[config.mk]
export PLATFORM = sky130hd
export DESIGN_NAME = idle_line_detector
export DESIGN_NICKNAME = d
export VERILOG_FILES = /design/src/rtl/idl_pkg.sv /design/src/rtl/idl_line_sync.sv /design/src/rtl/idl_bit_timer.sv /design/src/rtl/idl_frame_track.sv /design/src/rtl/idle_line_detector.sv
export SDC_FILE = /design/constraint.sdc
export NUM_CORES = 1
export LEC_CHECK = 0
export BUFFER_PORTS_ARGS = -buffer_cell sky130_fd_sc_hd__buf_2
export CAP_MARGIN = 10
export CORE_UTILIZATION = 60
export CTS_BUF_LIST = sky130_fd_sc_hd__clkbuf_4
export DETAILED_ROUTE_END_ITERATION = 7
export GPL_ROUTABILITY_DRIVEN = 0
export PLACE_DENSITY = 0.79
export SLEW_MARGIN = 40
export SYNTH_ARGS = -nofsm -noshare
export SYNTH_HDL_FRONTEND = slang
export SYNTH_SLANG_ARGS = --single-unit
[constraint.sdc]
create_clock -name clk -period 3.65 [get_ports clk]
set_input_delay 0.1825 -clock clk [delete_from_list [all_inputs] [get_ports clk]]
set_output_delay 0.1825 -clock clk [all_outputs]
set_load 0.03 [all_outputs]
[src/rtl/idl_pkg.sv]
package idl_pkg;

  typedef enum logic [1:0] {
    TRK_WAIT  = 2'd0,
    TRK_FRAME = 2'd1,
    TRK_TRAIL = 2'd2
  } trk_state_t;

  // number of bit slots in one character, start and stop included
  function automatic logic [3:0] frame_bits(input logic short_sel);
    return short_sel ? 4'd10 : 4'd11;
  endfunction

  // cycle offset inside a bit time at which the line is sampled
  function automatic int sample_phase(input int bit_cycles);
    return bit_cycles / 2;
  endfunction

endpackage

[src/rtl/idl_line_sync.sv]
module idl_line_sync (
  input  logic clk,
  input  logic rst_n,
  input  logic ser_i,
  output logic line_o,
  output logic fall_o
);
  logic s1_q, s2_q, prv_q;

  always_ff @(posedge clk or negedge rst_n) begin
    if (!rst_n) begin
      s1_q  <= 1'b1;
      s2_q  <= 1'b1;
      prv_q <= 1'b1;
    end else begin
      s1_q  <= ser_i;
      s2_q  <= s1_q;
      prv_q <= s2_q;
    end
  end

  assign line_o = s2_q;
  assign fall_o = prv_q & ~s2_q;


  fall_after_high_chk: assert property (@(posedge clk) disable iff (!rst_n)
    fall_o |-> $past(line_o));
endmodule

[src/rtl/idl_bit_timer.sv]
module idl_bit_timer #(
  parameter int BIT_CYCLES = 1250
) (
  input  logic clk,
  input  logic rst_n,
  input  logic restart_i,
  output logic tick_o
);
  import idl_pkg::*;

  localparam int CW = (BIT_CYCLES > 1) ? $clog2(BIT_CYCLES) : 1;
  localparam logic [CW-1:0] LAST  = CW'(BIT_CYCLES - 1);
  localparam logic [CW-1:0] PHASE = CW'(sample_phase(BIT_CYCLES));

  logic [CW-1:0] cnt_q;

  always_ff @(posedge clk or negedge rst_n) begin
    if (!rst_n)               cnt_q <= '0;
    else if (restart_i)       cnt_q <= '0;
    else if (cnt_q == LAST)   cnt_q <= '0;
    else                      cnt_q <= cnt_q + 1'b1;
  end

  assign tick_o = (cnt_q == PHASE);


  cnt_range_chk: assert property (@(posedge clk) disable iff (!rst_n)
    cnt_q <= LAST);

  tick_spacing_chk: assert property (@(posedge clk) disable iff (!rst_n)
    tick_o |=> !tick_o);
endmodule

[src/rtl/idl_frame_track.sv]
module idl_frame_track #(
  parameter int TRAIL_ONES = 5
) (
  input  logic clk,
  input  logic rst_n,
  input  logic line_i,
  input  logic fall_i,
  input  logic tick_i,
  input  logic short_i,
  output logic start_o,
  output logic eop_o,
  output logic busy_o
);
  import idl_pkg::*;

  localparam int OW = $clog2(TRAIL_ONES + 1);
  localparam logic [OW-1:0] ONES_LAST = OW'(TRAIL_ONES - 1);

  trk_state_t    state_q;
  logic [3:0]    bit_idx_q;
  logic [3:0]    flen_q;
  logic [OW-1:0] ones_q;

  assign start_o = fall_i && (state_q != TRK_FRAME);
  assign eop_o   = (state_q == TRK_TRAIL) && !fall_i && tick_i && line_i
                   && (ones_q == ONES_LAST);
  assign busy_o  = (state_q != TRK_WAIT);

  always_ff @(posedge clk or negedge rst_n) begin
    if (!rst_n) begin
      state_q   <= TRK_WAIT;
      bit_idx_q <= '0;
      flen_q    <= 4'd10;
      ones_q    <= '0;
    end else if (start_o) begin
      state_q   <= TRK_FRAME;
      bit_idx_q <= '0;
      flen_q    <= frame_bits(short_i);
      ones_q    <= '0;
    end else begin
      case (state_q)
        TRK_FRAME: if (tick_i) begin
          if (bit_idx_q == flen_q - 4'd1) begin
            state_q <= TRK_TRAIL;
            ones_q  <= '0;
          end else begin
            bit_idx_q <= bit_idx_q + 4'd1;
          end
        end
        TRK_TRAIL: if (tick_i) begin
          if (eop_o)       state_q <= TRK_WAIT;
          else if (line_i) ones_q  <= ones_q + 1'b1;
          else             ones_q  <= '0;
        end
        default: ;
      endcase
    end
  end


  bit_idx_bound_chk: assert property (@(posedge clk) disable iff (!rst_n)
    (state_q == TRK_FRAME) |-> (bit_idx_q < flen_q));

  trail_ones_bound_chk: assert property (@(posedge clk) disable iff (!rst_n)
    ones_q < OW'(TRAIL_ONES));

  eop_releases_chk: assert property (@(posedge clk) disable iff (!rst_n)
    eop_o |=> !busy_o);
endmodule

[src/rtl/idle_line_detector.sv]
module idle_line_detector #(
  parameter int BIT_CYCLES = 1250,
  parameter int HOLD_BITS  = 10,
  parameter int TRAIL_ONES = 5
) (
  input  logic clk,
  input  logic rst_n,
  input  logic ser_in,
  input  logic carrier_in,
  input  logic short_frame,
  output logic idle_o
);
  localparam int HW = $clog2(HOLD_BITS + 1);
  localparam logic [HW-1:0] HOLD_LAST = HW'(HOLD_BITS - 1);

  logic line_w, fall_w, tick_w, start_w, eop_w, busy_w;
  logic idle_q;
  logic [HW-1:0] hold_q;

  idl_line_sync u_sync (
    .clk    (clk),
    .rst_n  (rst_n),
    .ser_i  (ser_in),
    .line_o (line_w),
    .fall_o (fall_w)
  );

  idl_bit_timer #(.BIT_CYCLES(BIT_CYCLES)) u_timer (
    .clk       (clk),
    .rst_n     (rst_n),
    .restart_i (start_w),
    .tick_o    (tick_w)
  );

  idl_frame_track #(.TRAIL_ONES(TRAIL_ONES)) u_track (
    .clk     (clk),
    .rst_n   (rst_n),
    .line_i  (line_w),
    .fall_i  (fall_w),
    .tick_i  (tick_w),
    .short_i (short_frame),
    .start_o (start_w),
    .eop_o   (eop_w),
    .busy_o  (busy_w)
  );

  always_ff @(posedge clk or negedge rst_n) begin
    if (!rst_n) begin
      idle_q <= 1'b1;
      hold_q <= '0;
    end else if (carrier_in || start_w) begin
      idle_q <= 1'b0;
      hold_q <= '0;
    end else if (busy_w) begin
      hold_q <= '0;
    end else if (tick_w && !idle_q) begin
      if (hold_q == HOLD_LAST) begin
        idle_q <= 1'b1;
        hold_q <= '0;
      end else begin
        hold_q <= hold_q + 1'b1;
      end
    end
  end

  assign idle_o = idle_q;


  carrier_clears_chk: assert property (@(posedge clk) disable iff (!rst_n)
    carrier_in |=> !idle_o);

  start_clears_chk: assert property (@(posedge clk) disable iff (!rst_n)
    start_w |=> !idle_o);

  busy_keeps_low_chk: assert property (@(posedge clk) disable iff (!rst_n)
    busy_w |-> !idle_o);

  rise_on_tick_chk: assert property (@(posedge clk) disable iff (!rst_n)
    $rose(idle_o) |-> ($past(tick_w) && !$past(busy_w) && !$past(carrier_in)));

  eop_not_idle_chk: assert property (@(posedge clk) disable iff (!rst_n)
    eop_w |=> !idle_o);
endmodule

==> impl_metrics.env <==
export IMPL_ys_flop_type="dfrtp_1"
export IMPL_cpMaxStageDelayCell="or4b_4"
export IMPL_portBuffers=5
export IMPL_slowest_delay_ns=0.48
export IMPL_avgSynthCellArea_um2=10.4
export IMPL_reg2reg_slack_ns=1.29
export IMPL_final_nets=169
export IMPL_fin_util_pct=71.8
export IMPL_initial_core_util_pct=65.5
export IMPL_root_buffer="clkbuf_4"
export IMPL_core_area_um2=2280
export IMPL_fin_crit_sh_pct=64.7
export IMPL_drv_slew=0
export IMPL_grt_overflow=0
export IMPL_stdcell_area_um2=1630
export IMPL_die_area_um2=2690
export IMPL_leakage_nw=0.720
export IMPL_synth_edf_count=0
export IMPL_groute_usage_overall_pct=22.5
export IMPL_hold_viol=0
export IMPL_synth_fp_nets=156
export IMPL_drc=0
export IMPL_synthDistinctLibCells=37
export IMPL_clockBufferDepth=2
export IMPL_placementRows=17
export IMPL_powerDensity_nw_per_um2=443
export IMPL_grt_max_degree=30
export IMPL_vdd_ir_drop_worst_v=0.000359
export IMPL_drt_vias_per_instance=5.81
export IMPL_dieHeight_um=51.9
export IMPL_grt_antenna_before_repair=0
export IMPL_io_pins=6
export IMPL_path_max_fanout=5
export IMPL_fin_crit_ns=2.36
export IMPL_path_class="reg2reg"
export IMPL_antenna_left=0
export IMPL_die_x_um=51.9
export IMPL_place_hpwl_mm=1.81
export IMPL_htree_levels=2
export IMPL_cts_buffers=5
export IMPL_ys_seq_area_share_pct=49.0
export IMPL_tightest_slew_ns=0.801
export IMPL_crit_chain="inv_1 > ha_1 > or4b_4 > or3_4 > o221ai_2 > o311ai_2 > a221o_1"
export IMPL_slew_headroom_pct=46.5
export IMPL_rsz0062_at_grt="no"
export IMPL_setup_violations=0
export IMPL_wire_per_inst_um=13.6
export IMPL_cp_required_ns=3.87
export IMPL_max_freq_ghz=0.423
export IMPL_worstPathArrival_ns=2.59
export IMPL_drt_iter0_drc=9
export IMPL_critPathCaptureType="register"
export IMPL_status="finished, final reports clean"
export IMPL_vias=1081
export IMPL_grt_pass1_wl_mm=4.24
export IMPL_hold_ws_ns=0.00292
export IMPL_fin_ws_ns=1.29
export IMPL_antenna_cells=0
export IMPL_yosysWarnings=0
export IMPL_drv_cap=0
export IMPL_clk_pin_slew_worst_paths_ns=0.09
export IMPL_clock_latency_ns=0.33
export IMPL_cts_sinks=29
export IMPL_startpoint_type="register"
export IMPL_hold_path_class="in2reg"
export IMPL_place_area_um2=1540
export IMPL_ys_seq_elements=29
export IMPL_first_pass_iters=4
export IMPL_wl_mm=2.54
export IMPL_pre_cts_slack_ns=1.26
export IMPL_skew_ns=0.00724
export IMPL_grt_pass1_vias=1052
export IMPL_drive_above_1_share_pct=13.9
export IMPL_synth_cell_area_um2=1490
export IMPL_cts_tree="built"
export IMPL_postSynth_asyncResetShare_pct=100
export IMPL_syn_inst=144
export IMPL_area_delta_synth_final_pct=9.56
export IMPL_tns_ns=0
## final cells by class
type	count	area (µm²)
well taps	28	35.0
fillers	169	642
clock buffers	8	60.1
flip-flops and latches	29	731
multi-input cells	108	734
repair buffers	8	55.1
inverters	5	18.8
## layout by cell type, fill, tap and decap left out, types with 2 or more instances in the layout
| cell | synthesis | layout |
|---|---|---|
| xnor2_1 | 4 | 4 |
| nor3_1 | 5 | 5 |
| or3_1 | 2 | 2 |
| dlygate4sd3_1 | 0 | 3 |
| a21oi_1 | 5 | 5 |
| and4b_1 | 2 | 2 |
| ha_1 | 7 | 7 |
| nand2_1 | 9 | 9 |
| clkbuf_4 | 0 | 8 |
| buf_2 | 0 | 5 |
| nor2_1 | 24 | 24 |
| nand3_1 | 4 | 4 |
| o21ai_0 | 4 | 4 |
| dfstp_2 | 4 | 4 |
| inv_1 | 5 | 5 |
| nor3b_1 | 2 | 2 |
| nand4_1 | 5 | 5 |
| nor2b_1 | 4 | 4 |
| and3_1 | 2 | 2 |
| dfrtp_1 | 25 | 25 |
| mux2i_1 | 5 | 5 |
| xor2_1 | 7 | 7 |
## logic make-up (layout without fill, tap and decap cells)
group	after synthesis	in the layout	share of synthesized area, %
simple gates	68	68	25.2
flops	29	29	49.0
compound gates	17	17	8.39
xor+xnor	11	11	6.46
fa+ha+maj	7	7	5.87
buf+inv	7	21	1.76
mux	5	5	3.36
## where the power goes
| group | switching [mW] | internal, mW |
|---|---|---|
| Clock | 0.104 | 0.0988 |
| Combinational | 0.0564 | 0.0534 |
| Sequential | 0.0487 | 0.363 |
## sequential cells by signal (all words and copies together), names as in the netlist
register / flops
u_track.flen_q: 1
u_sync.line_o: 1
u_track.ones_q: 3
u_timer.cnt_q: 11
u_sync.s1_q: 1
hold_q: 4
u_track.state_q: 2
u_track.bit_idx_q: 4
u_sync.prv_q: 1
idle_o: 1
## metal layers
metal	global-route usage (%)	wire [µm]	vias up
met2	34.6	1180	14
met4	17.6	78	0
met1	26.0	1180	527
li1	-	-	533
met3	6.73	94	7
met5	0	0	-
## per-stage QoR
step	power, mW	instances
2_1_floorplan	0.493	144
3_3_place_gp	0.520	175
3_5_place_dp	0.525	175
4_1_cts	0.728	186
5_1_grt	0.765	186
6_report	0.724	186
## critical path: cells and delay by family, from the launching register on
| family | cells | cell delay [ns] |
|---|---|---|
| compound gates | 3 | 0.74 |
| fa+ha+maj | 1 | 0.12 |
| buf+inv | 1 | 0.06 |
| flops | 1 | 0.41 |
| simple gates | 2 | 0.92 |
## final timing paths
kind,start,to,cells after the start
max,u_timer.cnt_q[1],u_track.ones_q[2],7
min,short_frame,u_track.flen_q[0],2
max reg2reg,u_timer.cnt_q[1],u_track.ones_q[2],7
min reg2reg,u_sync.s1_q,u_sync.line_o,0
max in group asynchronous,rst_n,u_track.ones_q[1],2
min in group asynchronous,rst_n,u_track.bit_idx_q[0],2
## cell usage after synthesis, types with 2 or more instances
| cell | instances | area share [%] |
|---|---|---|
| nand3_1 | 4 | 1.3 |
| nand4_1 | 5 | 2.1 |
| nand2_1 | 9 | 2.3 |
| ha_1 | 7 | 5.9 |
| clkbuf_1 | 2 | 0.50 |
| and3_1 | 2 | 0.84 |
| nor3b_1 | 2 | 1.0 |
| inv_1 | 5 | 1.3 |
| mux2i_1 | 5 | 3.4 |
| xnor2_1 | 4 | 2.3 |
| dfstp_2 | 4 | 7.0 |
| xor2_1 | 7 | 4.1 |
| a21oi_1 | 5 | 1.7 |
| or3_1 | 2 | 0.84 |
| and4b_1 | 2 | 1.3 |
| dfrtp_1 | 25 | 42 |
| nor2_1 | 24 | 6.0 |
| nor2b_1 | 4 | 1.7 |
| o21ai_0 | 4 | 1.3 |
| nor3_1 | 5 | 1.7 |
## timing repair
item,4_1_cts,5_1_grt
resized for setup,0,0
setup buffers,0,0
endpoints found under the hold margin,27,0
hold buffers,3,0
Power figures use the tool's default switching activity.
